--- src/rtl/jump_branch_unit.sv ---
module jump_branch_unit #(
  parameter int PC_W = 24,
  parameter logic [PC_W-1:0] RESET_PC = '0
) (
  input  logic            clk,
  input  logic            rst_n,
  input  logic            step,
  input  logic [23:0]     instr,
  input  logic [3:0]      flags,
  output logic [3:0]      tgt_sel,
  input  logic [PC_W-1:0] tgt_data,
  output logic [PC_W-1:0] pc,
  output logic            link_we,
  output logic [PC_W-1:0] link_data
);
  localparam logic [3:0] GRP_JUMP   = 4'h0;
  localparam logic [3:0] GRP_BRANCH = 4'h8;

  logic [3:0]      major, minor;
  logic [PC_W-1:0] disp, seq_pc, rel_pc, nxt_pc;
  logic            flag_sel, cond_ok, do_link;

  assign major   = instr[23:20];
  assign minor   = instr[19:16];
  assign tgt_sel = instr[15:12];

  assign disp = minor[3] ? {{(PC_W-8){instr[7]}}, instr[7:0]}
                         : {{(PC_W-12){instr[11]}}, instr[11:0]};

  assign seq_pc = pc + 1'b1;
  assign rel_pc = pc + disp;

  always_comb begin
    case (minor[2:1])
      2'd0:    flag_sel = flags[2];
      2'd1:    flag_sel = flags[3];
      2'd2:    flag_sel = flags[1];
      default: flag_sel = flags[0];
    endcase
  end
  assign cond_ok = flag_sel ^ minor[0];

  always_comb begin
    nxt_pc  = seq_pc;
    do_link = 1'b0;
    if (major == GRP_JUMP) begin
      case (minor)
        4'h0, 4'h8: nxt_pc = rel_pc;
        4'h2, 4'hA: begin nxt_pc = rel_pc;   do_link = 1'b1; end
        4'h1:       nxt_pc = tgt_data;
        4'h3:       begin nxt_pc = tgt_data; do_link = 1'b1; end
        default:    nxt_pc = seq_pc;
      endcase
    end else if (major == GRP_BRANCH && cond_ok) begin
      nxt_pc = rel_pc;
    end
  end

  always_ff @(posedge clk) begin
    if (!rst_n) begin
      pc        <= RESET_PC;
      link_we   <= 1'b0;
      link_data <= '0;
    end else begin
      link_we <= step && do_link;
      if (step) begin
        pc <= nxt_pc;
        if (do_link) link_data <= seq_pc;
      end
    end
  end

  a_r2_hold: assert property (@(posedge clk) disable iff (!rst_n)
    !step |=> ($stable(pc) && !link_we));

  a_r5_reg_target: assert property (@(posedge clk) disable iff (!rst_n)
    (step && instr[23:16] == 8'h01) |=> (pc == $past(tgt_data) && !link_we));

  a_r6_link_value: assert property (@(posedge clk) disable iff (!rst_n)
    (step && instr[23:20] == 4'h0 && (instr[19:16] == 4'h2 || instr[19:16] == 4'h3 || instr[19:16] == 4'hA))
      |=> (link_we && link_data == $past(pc) + 1'b1));

  a_r11_no_link: assert property (@(posedge clk) disable iff (!rst_n)
    (step && instr[23:20] != 4'h0) |=> !link_we);

  a_r11_other_seq: assert property (@(posedge clk) disable iff (!rst_n)
    (step && instr[23:20] != 4'h0 && instr[23:20] != 4'h8) |=> (pc == $past(pc) + 1'b1));

  a_r7_link_target: assert property (@(posedge clk) disable iff (!rst_n)
    (step && instr[23:16] == 8'h03) |=> (pc == $past(tgt_data)));
endmodule

--- config.mk ---
export PLATFORM = sky130hd
export DESIGN_NAME = jump_branch_unit
export DESIGN_NICKNAME = d
export VERILOG_FILES = /design/src/rtl/jump_branch_unit.sv
export SDC_FILE = /design/constraint.sdc
export NUM_CORES = 1
export LEC_CHECK = 0
export BUFFER_PORTS_ARGS = -buffer_cell sky130_fd_sc_hd__clkbuf_2
export CORE_UTILIZATION = 50
export DETAILED_ROUTE_END_ITERATION = 6
export PLACE_DENSITY = 0.76
export SETUP_SLACK_MARGIN = 0.5
export SLEW_MARGIN = 10
export SYNTH_ARGS = -nofsm -noshare
export SYNTH_HDL_FRONTEND = slang
export SYNTH_SLANG_ARGS = --single-unit
--- constraint.sdc ---
create_clock -name clk -period 3.4 [get_ports clk]
set_clock_uncertainty 0.05 [all_clocks]
set_input_delay 0 -clock clk [delete_from_list [all_inputs] [get_ports clk]]
set_output_delay 0 -clock clk [all_outputs]
set_load 0.02 [all_outputs]
Yosys cells after proc, flatten, opt, wreduce, memory -nomap -nowiden --
Index checks and enable logic that the tools add are counted.
Operators by class: order comparisons 0, add/sub/neg operators 2, bitwise logic cells 1, div/mod/pow operators 0, reduce and logical (&&, ||, !) cells 9, eq/ne operators 8, $mul 0, muxes and demuxes 7, shift operators 0
Operators by type and width (count):
- $mux W24 | 3
- $pmux W24 S2 | 1
- $add A24 B1 Y24 const B | 1
- $add A24 B24 Y24 | 1
- $eq A4 B4 Y1 const B | 3
- $eq A4 B2 Y1 const B | 2
- $logic_not A4 Y1 | 2
- $eq A4 B1 Y1 const B | 1
- $reduce_or A4 Y1 | 1
- $pmux W1 S3 | 1
- $reduce_or A3 Y1 | 1
- $eq A2 B1 Y1 const B | 1
- $eq A2 B2 Y1 const B | 1
- $logic_and A1 B1 Y1 | 2
- $logic_not A2 Y1 | 1
- $mux W1 | 2
- $reduce_and A2 Y1 | 1
- $reduce_or A2 Y1 | 1
- $xor A1 B1 Y1 | 1
Word-level totals: input port bits 55, memories kept 0, bits in latches 0, bits in writable memories 0, bits in registers 49, memory bits (read-only) 0, output and inout bits 53, word-level logic and storage cells 30

Longest topological paths before layout --
Gate-level depths: netlist (run 1).
depth in word-level cells 6, gate-level depth with buffers 13, gate-level depth less buffers 11

Least setup slack after synthesis (run 1) --
OpenSTA, ideal clock, no wires.
path type input port to flip-flop, start in instr[19], end reg pc[19], required time 3.264 ns, path slack 0.401 ns, stages 10, arrival 2.863 ns, library setup time 0.086 ns, cells stage by stage clkbuf_1 > o21ai_0 > ha_1 > a21o_1 > a21oi_1 > o221ai_1 > o21ai_0 > o311ai_1 > or3_1 > a221oi_2
On the way: longest elaborated chain between the ends 4, elaborated cells between the ends (all ways) 13, those cells by class 1 x add/sub; 5 x eq/ne; 4 x mux; 3 x reduce/logical
RTL lines:
- from (decl) | line 8 | input logic [23:0] instr,
- $mux W24, or another cell as far along | line 27 | assign disp = minor[3] ? {{(PC_W-8){instr[7]}}, instr[7:0]}
- $add A24 B24 Y24, or another cell as far along | line 31 | assign rel_pc = pc + disp;
- $pmux W24 S2 / $mux W24 (equally long branches) | line 47, 54
- $mux W24 * | line 46 | if (major == GRP_JUMP) begin
- to (signal assigned) | line 67 | pc <= nxt_pc;
- to (decl) | line 12 | output logic [PC_W-1:0] pc,
Mark *: on every way between the ends. The rest lies on a longest branch, timed or not. A chain may end at the register's enable or synchronous reset.

Final worst setup path (run 1) --
start reg pc[0], end reg pc[22]
On the way: longest elaborated chain between the ends 3, elaborated cells between the ends (all ways) 5, those cells by class 2 x add/sub; 3 x mux
RTL lines (line):
- $add A24 B1 Y24 / $add A24 B24 Y24 (equally long branches) | 30, 31
- $pmux W24 S2 / $mux W24 (equally long branches) | 47, 54
- $mux W24 * | 46
Marked as above.

==> flow_summary_export.csv, run 1 <==
group,metric,value,unit
pwr,ir_drop,227,uV
sta,drv_slew,0,
finish,n_antenna_cell,0,
drt,routed_wl,13900,um
placed_design,pre_cts_slack,0.538,ns
drt,dr_total_vias,4781,
clocking,cts_tree,"yes",
setup_path,reg2regPathDepth,10,
sta,grt_setup_unrepaired,"yes",
outcome,run_status,"completed",
sta,relSlewSlack,34.0,%
setup_path,r2r_end,"pc[22]",
synthesis,synthArstFlopShare,0,%
clocking,numCtsBuffers,5,
setup_path,cp_max_fo,10,
synthesis,synthTopCellsByArea,"dfxtp_1, ha_1, a21oi_1, nand2_1, o21ai_0",
drt,drc,0,
synthesis,ys_warn_count,0,
clocking,worstSkewPairLatency,0.31,ns
synthesis,synth_largest_area_cell,"dfxtp_1",
setup_path,cp_slowest_cell,"dfxtp_2",
placed_design,placed_cell_area,4790,um2
setup_path,startpoint,"pc[0]",
global_route,grt_use_total,31.3,%
placed_design,gp_congestion,0.943,
setup_path,cp_data_required_time,3.57,ns
floorplanning,dieWidth,94.0,um
sta,tns,0,ns
drt,drt_first_pass_iters,5,
sta,finalCritPeriodShare,82.4,%
pwr,power_per_cell_area,298,nW/um2
worst_hold_path,hold_depth,4,
placed_design,dp_cells,747,
synthesis,synth_fp_nets,648,
drt,ant_nets,0,
sta,final_hold_viol_count,0,
setup_path,cp.depth,10,
setup_path,critical_path_class,"register to register",
worst_hold_path,hold_path.class,"input pin to register",
finish,fin_area,4960,um2
synthesis,ys_top_cells_by_count,"nand2_1, a21oi_1, dfxtp_1, nor2_1, o21ai_0",
finish,final_cells,760,
synthesis,yosysSeqAreaShare,23.2,%
sta,setup_ws,0.599,ns
pwr,p_leak,2.38,nW
drt,drt_iter0_drc,399,
clocking,root_buffer,"clkbuf_8",
synthesis,synth_most_common_cell,"nand2_1",
setup_path,r2r_start,"pc[0]",
floorplanning,rows,33,
floorplanning,fp.dieArea,8840,um2
synthesis,avgSynthCellArea,7.45,um2
global_route,grt_max_degree,53,
global_route,grt_pass1_wl,21400,um
synthesis,synthFlopType,"dfxtp_1",
synthesis,synth_area,4230,um2
synthesis,synth_edf_count,0,
setup_path,cp-end-kind,"register",
floorplanning,coreArea,8220,um2
floorplanning,die_h,94.0,um
setup_path,cp.buffers_inverters,0,
flow_run,drv_cap,0,
sta,worst_pin_slew,0.989,ns
drt,wl_per_cell,18.2,um
sta,whs,0.0157,ns
drt,vias_per_cell,6.29,
clocking,clockBufferDepth,2,
finish,synthToLayoutAreaGrowth,17.1,%
placed_design,hpwl,10300,um
clocking,htree_levels,2,
setup_path,startpoint_type,"register",
sta,finalSetupViolations,0,
sta,period_minus_slack,2.80,ns
finish,fin_nets,735,
synthesis,synth_seq_cells,49,
placed_design,port_buffers,99,
synthesis,yosysUniqueCellTypes,62,
sta,max_freq,0.357,GHz
global_route,overflow,0,
setup_path,reg2reg_setup_slack,0.60,ns
floorplanning,ios,108,
clocking,clkSlewWorstSetupHoldPaths,0.10,ns
global_route,antenna_found_initial,0,
synthesis,syn_inst,568,
finish,final_layout_size_suffix_gt1_share,20.8,%
synthesis,yosysTopAreaCellShare,23.2,%
setup_path,crit_family,"compound AO/OA/AOI/OAI gates",
global_route,grt_pass1_vias,4145,
setup_path,crit_chain,"ha_1 > fa_1 > a21o_1 > nand4_1 > a211o_1 > a31oi_2 > a21oi_1 > o21ai_1 > xnor2_1 > a221oi_1",
setup_path,slowest_delay,0.45,ns
floorplanning,start_util,51.5,%
clocking,cts.sinks,49,
setup_path,cp.arrival,2.97,ns
setup_path,cp-endpoint,"pc[22]",
## layer usage
| layer | global-route usage, % | part of all wire [%] | vias up |
|---|---|---|---|
| met2 | 48.4 | 43 | 284 |
| met4 | 10.1 | 2.5 | 0 |
| li1 | - | - | 2268 |
| met3 | 5.18 | 9.5 | 36 |
| met1 | 44.1 | 45 | 2193 |
| met5 | 0 | 0 | - |
## worst min path at each step
stage	from	end	slack, ns
finish	tgt_data[23]	pc[23]	0.02
CTS	tgt_data[23]	pc[23]	0.03
global placement	instr[15]	tgt_sel[3]	-0.05
floorplan	instr[12]	tgt_sel[0]	0.06
global route	tgt_data[1]	pc[1]	0.05
detailed placement	instr[15]	tgt_sel[3]	-0.05
## cell usage in the layout, fill, tap and decap left out, types with 3 or more instances in the layout
master and instances:
nand2_1 64, and3_1 6, o22ai_1 3, nor3_1 12, nor3b_1 6, a221oi_1 4
nor2b_1 5, a21o_1 9, xor2_1 21, clkbuf_2 99, dfxtp_1 48, buf_4 11
or3_1 4, a21oi_1 50, nor4_1 3, o21ai_1 4, and2_1 6, o211a_1 19
clkbuf_8 5, xnor2_1 19, o21ai_0 43, inv_1 16, a21boi_0 5, nand3_1 21
o221ai_1 6, nor2_1 48, a211oi_1 7, nand4_1 8, dlygate4sd3_1 4, nand2b_1 4
ha_1 23, a31oi_1 8, o21a_1 9, o211ai_1 13
## stage by stage
stage          util, %  power [mW]
5_1_grt           60.3        1.55
4_1_cts           59.8        1.46
2_1_floorplan        -       0.967
3_5_place_dp      58.3        1.11
6_report          60.3        1.48
3_3_place_gp      58.3        1.10
## report_power, final
group          switching, mW  leakage (nW)  total [mW]  internal [mW]
Combinational          0.297          1.94       0.486          0.189
Clock                  0.214        0.0444       0.357          0.143
Sequential            0.0404         0.398       0.635          0.594
## layout make-up
type	count	area (um2)
fillers	764	3260
inverters	16	60.1
clock buffers	5	68.8
clock inverters	2	13.8
repair buffers	114	618
flip-flops and latches	49	982
multi-input cells	469	3080
well taps	105	131
## flip-flops by register name, summed over array words and instances (netlist names)
register and cells:
link_we 1, pc 24, link_data 24
## tightest hold or removal path, stage by stage
cell	delay, ns
clkbuf_2	0.07
a21oi_1	0.07
o21ai_0	0.08
a31o_1	0.14
## repair_timing
item | in CTS | in global routing
setup endpoints to repair | 0 | 7
buffers inserted | 0 | 2
hold buffers | 4 | 0
gates resized for setup | 0 | 5
endpoints found under the hold margin | 4 | 0
## logic make-up (layout without fill, tap and decap cells)
kind of cell,Yosys count,in the layout,share of synthesized area (%)
AND/OR/NAND/NOR,200,200,23.0
adder cells (fa/ha/maj),25,25,7.57
buffers and inverters,50,137,4.88
XOR/XNOR,42,42,8.87
multiplexers,2,2,0.768
flip-flops,49,49,23.2
AO/OA/AOI/OAI,200,200,31.7
(Power assumes the default switching activity.)
==> run 2, diff against run 1 <==
ABC_AREA = 1   (was default)
PLACE_DENSITY = 0.74   (was 0.76)
clock period = 2.63 ns   (was 3.4 ns; I/O delays follow)
==> flow_summary_export.csv, run 2 <==
group,metric,value,unit
sta,period_minus_slack,2.12,ns
pwr,ir_drop,211,uV
drt,routed_wl,18100,um
global_route,overflow,0,
floorplanning,dieWidth,104,um
finish,layout_commonest_cell,"nand2_1",
synthesis,synth_seq_cells,49,
setup_path,cp_max_fo,7,
floorplanning,coreArea,9860,um2
sta,worst_pin_slew,0.692,ns
floorplanning,ios,108,
clocking,worstSkewPairLatency,0.32,ns
setup_path,cp_common_cell,"nand2_1",
placed_design,gp_congestion,0.957,
floorplanning,die_h,104,um
pwr,power_per_cell_area,373,nW/um2
sta,relSlewSlack,53.7,%
floorplanning,start_util,52.3,%
global_route,grt_use_total,32.8,%
sta,max_freq,0.471,GHz
clocking,cts_tree,"yes",
clocking,root_buffer,"clkbuf_8",
clocking,cts.sinks,49,
synthesis,yosysUniqueCellTypes,36,
setup_path,cp-end-kind,"register",
setup_path,cp_data_required_time,2.84,ns
synthesis,synth_edf_count,0,
synthesis,synth_area,5150,um2
global_route,antenna_found_initial,0,
drt,drc,0,
pwr,p_leak,3.34,nW
placed_design,hpwl,13500,um
sta,whs,0.0264,ns
sta,finalSetupViolations,0,
drt,drt_iter0_drc,553,
sta,tns,0,ns
synthesis,synthArstFlopShare,0,%
sta,drv_slew,0,
floorplanning,rows,36,
synthesis,ys_top_cells_by_count,"nand2_1, inv_1, nor2_1, nand3_1, a21oi_1",
synthesis,synth_largest_area_cell,"nand2_1",
finish,final_cell_mix,"nand2_1, inv_1, clkbuf_2",
finish,n_antenna_cell,0,
drt,wl_per_cell,15.4,um
finish,fillers,934,
finish,reg_top3,"link_data (24), pc (24), link_we (1)",
synthesis,synthFlopType,"dfxtp_1",
setup_path,cp.arrival,2.34,ns
global_route,grt_max_degree,36,
placed_design,port_buffers,99,
clocking,clkSlewWorstSetupHoldPaths,0.11,ns
setup_path,startpoint_type,"register",
synthesis,synthTopCellsByArea,"nand2_1, dfxtp_1, inv_1, nor2_1, nand3_1",
finish,synthToLayoutAreaGrowth,27.0,%
clocking,htree_levels,2,
setup_path,critical_path_class,"register to register",
synthesis,yosysSeqAreaShare,19.0,%
sta,grt_setup_unrepaired,"yes",
sta,finalCritPeriodShare,80.7,%
global_route,grt_pass1_wl,28300,um
worst_hold_path,hold_path.class,"input pin to register",
drt,drt_first_pass_iters,5,
drt,vias_per_cell,5.50,
global_route,grt_pass1_vias,5777,
setup_path,crit_chain,"ha_4 > fa_2 > nand2_2 > nand2_2 > nand2_4 > nand3b_1 > nand3_2 > nand2_1 > nand3_1 > nand2_1 > nand2_1 > a21oi_2",
setup_path,crit_family,"simple AND/OR/NAND/NOR gates",
flow_run,drv_cap,0,
finish,fin_nets,1122,
synthesis,synth_most_common_cell,"nand2_1",
setup_path,cp_slowest_cell,"fa_2",
setup_path,cp.buffers_inverters,0,
synthesis,ys_warn_count,0,
drt,ant_nets,0,
synthesis,synth_fp_nets,1015,
floorplanning,fp.dieArea,10700,um2
synthesis,avgSynthCellArea,5.51,um2
finish,final_layout_size_suffix_gt1_share,23.2,%
clocking,clockBufferDepth,2,
sta,final_hold_viol_count,0,
setup_path,slowest_delay,0.42,ns
outcome,run_status,"completed",
clocking,numCtsBuffers,5,
synthesis,syn_inst,935,
drt,dr_total_vias,6469,
synthesis,yosysTopAreaCellShare,22.2,%
==> run 2: final cells by class <==
cell class | count | area (um2) | share of cell area [%]
tap | 133 | 166 | 2.54
inverter | 142 | 533 | 8.14
timing repair buffer | 131 | 758 | 11.6
clock buffer | 6 | 82.6 | 1.26
clock inverter | 2 | 37.5 | 0.573
multi-input combinational | 713 | 3960 | 60.5
sequential | 49 | 1010 | 15.4
==> run 2: kinds of logic (layout without fill, tap and decap cells) <==
logic type,Yosys count,in the layout,share of synthesized area [%]
AND/OR/NAND/NOR,512,512,41.4
buffers and inverters,173,281,13.1
AO/OA/AOI/OAI,154,154,16.5
flip-flops,49,49,19.0
adder cells (fa/ha/maj),25,25,6.21
XOR/XNOR,22,22,3.74
==> run 2: repair_timing <==
action,in CTS,in global routing
setup endpoints to repair,19,22
pin swaps,1,23
hold buffers,4,0
resized for setup,18,102
buffers inserted,0,7
hold endpoints to repair,4,0
==> run 2: through the flow <==
step	cell area [um2]	util [%]	total power, mW	setup WS (ns)	std cells
6_report	6550	66.4	2.45	0.508	1176
5_1_grt	6550	66.4	2.58	0.383	1176
4_1_cts	6080	61.6	2.30	0.493	1169
3_5_place_dp	5850	59.3	1.69	0.174	1157
3_3_place_gp	5850	59.3	1.69	0.213	1157
2_1_floorplan	5160	-	1.42	0.539	935
==> run 2: layer usage <==
layer | vias to the layer above | routed length (um) | track usage, % | part of all wire [%]
li1 | 3199 | - | - | -
met1 | 2844 | 7240 | 41.8 | 40
met2 | 356 | 8280 | 53.8 | 46
met3 | 70 | 1640 | 4.66 | 9.1
met4 | 0 | 923 | 16.6 | 5.1
met5 | - | 0 | 0 | 0
==> run 2: worst reg2reg max path, stage by stage (launching register included) <==
cell and delay, ns:
dfxtp_4 0.39, ha_4 0.17, fa_2 0.42, nand2_2 0.09, nand2_2 0.08, nand2_4 0.10, nand3b_1 0.20, nand3_2 0.11
nand2_1 0.08, nand3_1 0.08, nand2_1 0.09, nand2_1 0.06, a21oi_2 0.13
==> run 2: final timing paths <==
kind,from,endpoint,slack (ns),cells after the start
min reg2reg,link_data[12],link_data[12],0.46,2
min,tgt_data[1],pc[1],0.03,5
max,pc[0],pc[20],0.51,12
max reg2reg,pc[0],pc[20],0.51,12
==> run 2: power by group <==
part	switching (mW)	internal (mW)	total [mW]
clock network	0.292	0.310	0.602
registers	0.0493	0.772	0.821
logic	0.639	0.384	1.02
